--- src/rtl/enc_flt_pkg.sv ---
package enc_flt_pkg;
  localparam int unsigned FLT_CH_DEF    = 3;
  localparam int unsigned FLT_CNT_W_DEF = 21;
  localparam int unsigned FLT_SYNC_DEF  = 2;
endpackage

--- src/rtl/enc_flt_sync.sv ---
module enc_flt_sync #(
  parameter int unsigned STAGES = 2
) (
  input  logic clk_i,
  input  logic rst_ni,
  input  logic d_i,
  output logic q_o
);
  logic [STAGES-1:0] pipe_q;

  always_ff @(posedge clk_i or negedge rst_ni) begin
    if (!rst_ni) pipe_q <= '0;
    else         pipe_q <= {pipe_q[STAGES-2:0], d_i};
  end

  assign q_o = pipe_q[STAGES-1];
endmodule

--- src/rtl/enc_flt_warmup.sv ---
module enc_flt_warmup #(
  parameter int unsigned DEPTH = 3
) (
  input  logic clk_i,
  input  logic rst_ni,
  output logic done_o
);
  localparam int unsigned W = $clog2(DEPTH + 1);
  logic [W-1:0] cnt_q;

  assign done_o = (cnt_q == W'(DEPTH));

  always_ff @(posedge clk_i or negedge rst_ni) begin
    if (!rst_ni)      cnt_q <= '0;
    else if (!done_o) cnt_q <= cnt_q + W'(1);
  end
endmodule

--- src/rtl/enc_flt_lane.sv ---
module enc_flt_lane #(
  parameter int unsigned CNT_W = 21
) (
  input  logic             clk_i,
  input  logic             rst_ni,
  input  logic             in_i,
  input  logic             en_i,
  input  logic             load_i,
  input  logic [CNT_W-1:0] lim_i,
  output logic             q_o
);
  // one extra bit: the run must reach limit + 1 before the flip edge
  localparam int unsigned CW1 = CNT_W + 1;

  logic [CW1-1:0] run_q;
  logic [CW1-1:0] run_end;
  logic           lvl_q;

  assign run_end = {1'b0, lim_i} + CW1'(1);
  assign q_o     = lvl_q;

  always_ff @(posedge clk_i or negedge rst_ni) begin
    if (!rst_ni) begin
      lvl_q <= 1'b0;
      run_q <= '0;
    end else if (load_i || !en_i) begin
      lvl_q <= in_i;
      run_q <= '0;
    end else if (in_i == lvl_q) begin
      run_q <= '0;
    end else if (run_q == run_end) begin
      lvl_q <= in_i;
      run_q <= '0;
    end else begin
      run_q <= run_q + CW1'(1);
    end
  end
endmodule

--- src/rtl/enc_spike_filter.sv ---
module enc_spike_filter
  import enc_flt_pkg::*;
#(
  parameter int unsigned NUM_CH      = FLT_CH_DEF,
  parameter int unsigned CNT_W       = FLT_CNT_W_DEF,
  parameter int unsigned SYNC_STAGES = FLT_SYNC_DEF
) (
  input  logic              clk_i,
  input  logic              rst_ni,
  input  logic [NUM_CH-1:0] raw_i,
  input  logic              filt_en_i,
  input  logic [CNT_W-1:0]  max_cnt_i,
  output logic [NUM_CH-1:0] clean_o
);
  localparam int unsigned WARM_EDGES = SYNC_STAGES + 1;

  logic              warm_done;
  logic [CNT_W-1:0]  lim_q;
  logic [NUM_CH-1:0] sync_q;
  logic [NUM_CH-1:0] lane_q;

  enc_flt_warmup #(.DEPTH(WARM_EDGES)) u_warm (
    .clk_i (clk_i),
    .rst_ni(rst_ni),
    .done_o(warm_done)
  );

  // limit is frozen while the filter runs
  always_ff @(posedge clk_i or negedge rst_ni) begin
    if (!rst_ni)                       lim_q <= '0;
    else if (!warm_done || !filt_en_i) lim_q <= max_cnt_i;
  end

  for (genvar c = 0; c < NUM_CH; c++) begin : g_ch
    enc_flt_sync #(.STAGES(SYNC_STAGES)) u_sync (
      .clk_i (clk_i),
      .rst_ni(rst_ni),
      .d_i   (raw_i[c]),
      .q_o   (sync_q[c])
    );

    enc_flt_lane #(.CNT_W(CNT_W)) u_lane (
      .clk_i (clk_i),
      .rst_ni(rst_ni),
      .in_i  (sync_q[c]),
      .en_i  (filt_en_i),
      .load_i(!warm_done),
      .lim_i (lim_q),
      .q_o   (lane_q[c])
    );
  end

  assign clean_o = (filt_en_i && warm_done) ? lane_q : sync_q;
endmodule

--- config.mk ---
export PLATFORM = sky130hd
export DESIGN_NAME = enc_spike_filter
export DESIGN_NICKNAME = d
export VERILOG_FILES = /design/src/rtl/enc_flt_pkg.sv /design/src/rtl/enc_flt_sync.sv /design/src/rtl/enc_flt_warmup.sv /design/src/rtl/enc_flt_lane.sv /design/src/rtl/enc_spike_filter.sv
export SDC_FILE = /design/constraint.sdc
export NUM_CORES = 1
export LEC_CHECK = 0
export ABC_CLOCK_PERIOD_IN_PS = 5670
export BUFFER_PORTS_ARGS = -buffer_cell sky130_fd_sc_hd__clkbuf_2
export CAP_MARGIN = 5
export CORE_MARGIN = 2
export CORE_UTILIZATION = 28
export DETAILED_ROUTE_END_ITERATION = 8
export SLEW_MARGIN = 10
export SYNTH_ARGS = -nofsm -noshare
export SYNTH_HDL_FRONTEND = slang
export SYNTH_SLANG_ARGS = --single-unit
--- constraint.sdc ---
create_clock -name clk_i -period 5.67 [get_ports clk_i]
set_input_delay 1.4175 -clock clk_i [delete_from_list [all_inputs] [get_ports clk_i]]
set_output_delay 1.4175 -clock clk_i [all_outputs]
set_load 0.1 [all_outputs]
After elaboration in Yosys (flattened, before gate mapping)
Index checks and enable logic that the tools add are counted.
{"block": "totals", "ff_bits": 98, "latch_bits": 0, "romBits": 0, "word_cells": 55, "inputBits": 27, "out_inout_bits": 3, "ramBits": 0, "n_memories": 0}
{"block": "classes", "n_bitwise": 0, "div": 0, "order_cmp": 0, "n_addsub": 5, "n_reduce_logical": 10, "n_shift": 0, "mul": 0, "mux": 19, "n_eq_ne": 10}
{"op": "$mux 22", "n": 9}
{"op": "$add 22x1->22 const B", "n": 3}
{"op": "$eq 22x22->1", "n": 3}
{"op": "$add 21x1->22 const B", "n": 1}
{"op": "$mux 1", "n": 9}
{"op": "$ne 2x2->1 const B", "n": 3}
{"op": "$reduce_and 2->1", "n": 3}
{"op": "$reduce_bool 2->1", "n": 3}
{"op": "$eq 1x1->1", "n": 3}
{"op": "$mux 3", "n": 1}
{"op": "$add 2x1->2 const B", "n": 1}
{"op": "$eq 2x2->1 const B", "n": 1}
{"op": "$logic_not 1->1", "n": 2}
{"op": "$logic_and 1x1->1", "n": 1}
{"op": "$logic_or 1x1->1", "n": 1}

Logic depth before layout (Yosys ltp)
{"block": "depth", "depth_word": 5, "depth_mapped": 11, "mapped_depth_nobuf": 8}

Cells and area by module
From an unflattened synthesis, not the netlist that was laid out.
{"block": "hier_totals", "hier_cells": 781, "hier_area_um2": 7184.4}
{"mod": "enc_flt_lane", "instances": 3, "seq_area_each_um2": 575.6, "cells_each": 240, "area_each_um2": 2010.7}
{"mod": "enc_spike_filter", "instances": 1, "seq_area_each_um2": 525.5, "cells_each": 49, "area_each_um2": 903.4}
{"mod": "enc_flt_sync", "instances": 3, "seq_area_each_um2": 50.0, "cells_each": 2, "area_each_um2": 50.0}
{"mod": "enc_flt_warmup", "instances": 1, "seq_area_each_um2": 50.0, "cells_each": 6, "area_each_um2": 98.8}

Worst setup path before layout
Ideal clock, no wire load.
{"block": "synth_path", "path_kind": "input -> output", "startpoint": "in filt_en_i", "endpoint": "out clean_o[1]", "path_buffers": 3, "required_time_ns": 4.253, "cell_stages": 6, "path_slack_ns": 1.247, "t_arrival_ns": 3.006, "path_cell_list": "and2_0 clkbuf_1 clkbuf_1 buf_1 nand2_1 nand2_1"}
{"block": "synth_between", "elab_chain_cells": 2}
{"item": "start, declared", "line": "enc_spike_filter.sv:11", "text": "input logic filt_en_i,"}
{"item": "$logic_and 1x1->1", "line": "enc_spike_filter.sv:53", "text": "assign clean_o = (filt_en_i && warm_done) ? lane_q : sync_q;"}
{"item": "$mux 3", "line": "enc_spike_filter.sv:53"}
{"item": "end, declared", "line": "enc_spike_filter.sv:13", "text": "output logic [NUM_CH-1:0] clean_o"}
No other way between the ends.

Worst setup path after layout
{"block": "layout_path", "startpoint": "in filt_en_i", "endpoint": "out clean_o[0]"}
The elaborated chain is that of the path after synthesis.

==> results_dict.tcl <==
set metrics [dict create \
    status "finished, final reports clean" \
    clock_skew_ps 7.68 \
    cp_cell_sequence "clkbuf_2 > and2_0 > nand2_1 > nand2_1 > clkbuf_2" \
    synth.distinct_cells 72 \
    synth-edff-count 0 \
    multi_input_area_um2 4170 \
    dr.pass1.iters 5 \
    final_common_cell "nand2_1" \
    core_um2 24400 \
    route.top_layer_used "met4" \
    cp.required_ps 4250 \
    die-area_um2 26300 \
    maxSlewHeadroom 0.383 \
    path_class "input pin to output pin" \
    place_congestion 0.997 \
    vias 6045 \
    rows 57 \
    finalPower_uw 1660 \
    cts_root_buf "clkbuf_16" \
    grtUsageTotal 0.164 \
    synth_fp_nets 834 \
    crit_path_max_incr_delay_ps 490 \
    critPathMaxFanout 5 \
    insertion_delay_ps 360 \
    cts_tree "yes" \
    period_share 0.729 \
    p_leak_uw 0.00284 \
    clock_path_buffers 2 \
    ys_ff_latch 98 \
    final_area_um2 7630 \
    setup_viol 0 \
    syn_avg_cell_area_um2 8.72 \
    r2r_cells 8 \
    antenna_found_initial 0 \
    grt_pass1_wl_mm 33.3 \
    ys_async_sr_fraction 1.00 \
    synth-simple-area-share 0.298 \
    p_per_area_nw_per_um2 217 \
    wl_met3_mm 1.17 \
    grt_pass1_vias 5789 \
    die_h_um 162 \
    drtIter0Drc 479 \
    drive_above_1_share 0.103 \
    cts_max_level 3 \
    clk_pin_slew_ps 70 \
    cts.sinks 98 \
    grt_overflow 0 \
    syn_inst 802 \
    ant_nets 0 \
    dp_hpwl_mm 15.7 \
    fillCellCount 2591 \
    setup_tns_ps 0 \
    viasPerCell 5.41 \
    synth_top_family_by_area "simple AND/OR/NAND/NOR gates" \
    layout_common_cells "100 x nand2_1, 98 x dfrtp_1, 80 x nor3_1" \
    drv_cap 0 \
    dpl_cell_area_um2 7330 \
    yosys_warnings 0 \
    synthFlopType "dfrtp_1" \
    grt_max_degree 57 \
    start_kind "input pin" \
    io_buffers 29 \
    setup.worst_path.end_class "output pin" \
    seqCellArea_um2 2450 \
    boundaryPins 30 \
    cts_resized 0 \
    start_util 0.287 \
    rsz0062_at_grt "no" \
    synth_xor_area_frac 0.177 \
    syn_area_um2 7000 \
    hold_ws_ps 353 \
    wl_per_cell_um 18.8 \
    critPathArrivalTime_ps 2720 \
    synth_compound_area_frac 0.101 \
    hold_buffers 0 \
    die_w_um 162 \
    drt-met1-wl_mm 9.22 \
    finalCriticalPeriod_ps 4140 \
    drc 0 \
    detail_route.wirelength_mm 21.0 \
    met2_wirelength_mm 9.54 \
    synthAdderAreaFrac 0.00894 \
    worst_pin_slew_ps 923 \
    min_path_cells 0 \
    n_antenna_cell 0 \
    synth.area.mux_share 0.0107 \
    slew_viol_final 0 \
    cts_inserted_buffers 9 \
    hold_violations 0 \
    vdd_ir_drop_max_v 0.000134 \
    hold_class "register to register" \
    cts_setup_buffers 0 \
    max_freq_mhz 242 \
    nNetsFinal 820 \
    syn2layout_area_growth_pct 9.12 \
    crit_path_top_delay_cell "and2_0" \
    ys_seq_area_frac 0.351 \
]
[routing by layer]
| metal | up-vias | track usage |
|---|---|---|
| met5 | - | 0 |
| met4 | 0 | 0.0857 |
| met3 | 65 | 0.0283 |
| met2 | 196 | 0.256 |
| met1 | 2929 | 0.218 |
| li1 | 2855 | - |
[cells in the mapped netlist, drive strengths merged, types with 5 or more instances]
library cell | count | area [µm²]
nand3 | 44 | 238
nor4 | 15 | 121
xor2 | 50 | 438
a211oi | 6 | 45.0
o21ai | 22 | 110
a21oi | 14 | 70.1
inv | 19 | 71.3
nor2 | 37 | 139
clkbuf | 39 | 146
nand2 | 100 | 375
and3 | 11 | 68.8
xnor3 | 8 | 180
ha | 5 | 62.6
buf | 26 | 160
and2 | 6 | 37.5
nand4 | 34 | 249
or3 | 9 | 56.3
xnor2 | 65 | 569
o211ai | 7 | 57.6
and4 | 10 | 87.6
or4 | 12 | 97.6
o2111ai | 7 | 61.3
a31oi | 11 | 68.8
nor3 | 84 | 453
dfrtp | 98 | 2450
[path summary, 6_finish.rpt]
check,from,endpoint,slack (ps)
worst max register to register,lim_q[0]$_DFFE_PN0N_,g_ch[0].u_lane.run_q[8]$_DFF_PN0_,1590
worst min-delay path,g_ch[2].u_sync.pipe_q[0]$_DFF_PN0_,g_ch[2].u_sync.pipe_q[1]$_DFF_PN0_,350
worst min register to register,g_ch[2].u_sync.pipe_q[0]$_DFF_PN0_,g_ch[2].u_sync.pipe_q[1]$_DFF_PN0_,350
min in group asynchronous,rst_ni,g_ch[2].u_lane.run_q[15]$_DFF_PN0_,1120
worst max-delay path,filt_en_i,clean_o[0],1530
max in group asynchronous,rst_ni,lim_q[19]$_DFFE_PN0N_,3540
[cell type report]
| type | count | share of cell area |
|---|---|---|
| repair buffers | 40 | 0.0302 |
| well taps | 324 | 0.0531 |
| flip-flops and latches | 98 | 0.321 |
| multi-input cells | 620 | 0.547 |
| inverters | 19 | 0.00934 |
| clock buffers | 9 | 0.0295 |
| clock inverters | 7 | 0.0102 |
[registers in the layout, indices dropped and copies added (netlist names)]
name / count
g_ch.u_lane.run_q: 66
lim_q: 21
g_ch.u_sync.pipe_q: 6
g_ch.u_lane.q_o: 3
u_warm.cnt_q: 2
[worst max-delay path: cells and delay by family]
kind          cells  cell delay, ps
buf+inv           2             530
simple gates      3             770
[cell families (layout without fill, tap and decap cells)]
| group | count (synthesis) | after routing |
|---|---|---|
| fa+ha+maj | 5 | 5 |
| compound gates | 99 | 99 |
| simple gates | 384 | 384 |
| flops | 98 | 98 |
| buf+inv | 84 | 75 |
| mux | 7 | 7 |
| xor+xnor | 125 | 125 |
[report_power, final]
group	total, µW	internal, µW	leakage [µW]	switching [µW]
Sequential	788	719	0.00130	68.7
Clock	634	346	0.000140	288
Combinational	234	91.9	0.00140	142
Total	1660	1160	0.00284	499
[metrics by stage]
step	instances	setup WS (ps)	utilization
after floorplan	802	1250	-
after global placement	1101	1480	0.301
after detailed placement	1101	1460	0.301
after CTS	1117	1460	0.313
after global routing	1117	1280	0.313
final	1117	1530	0.313
(Power assumes the default switching activity.)
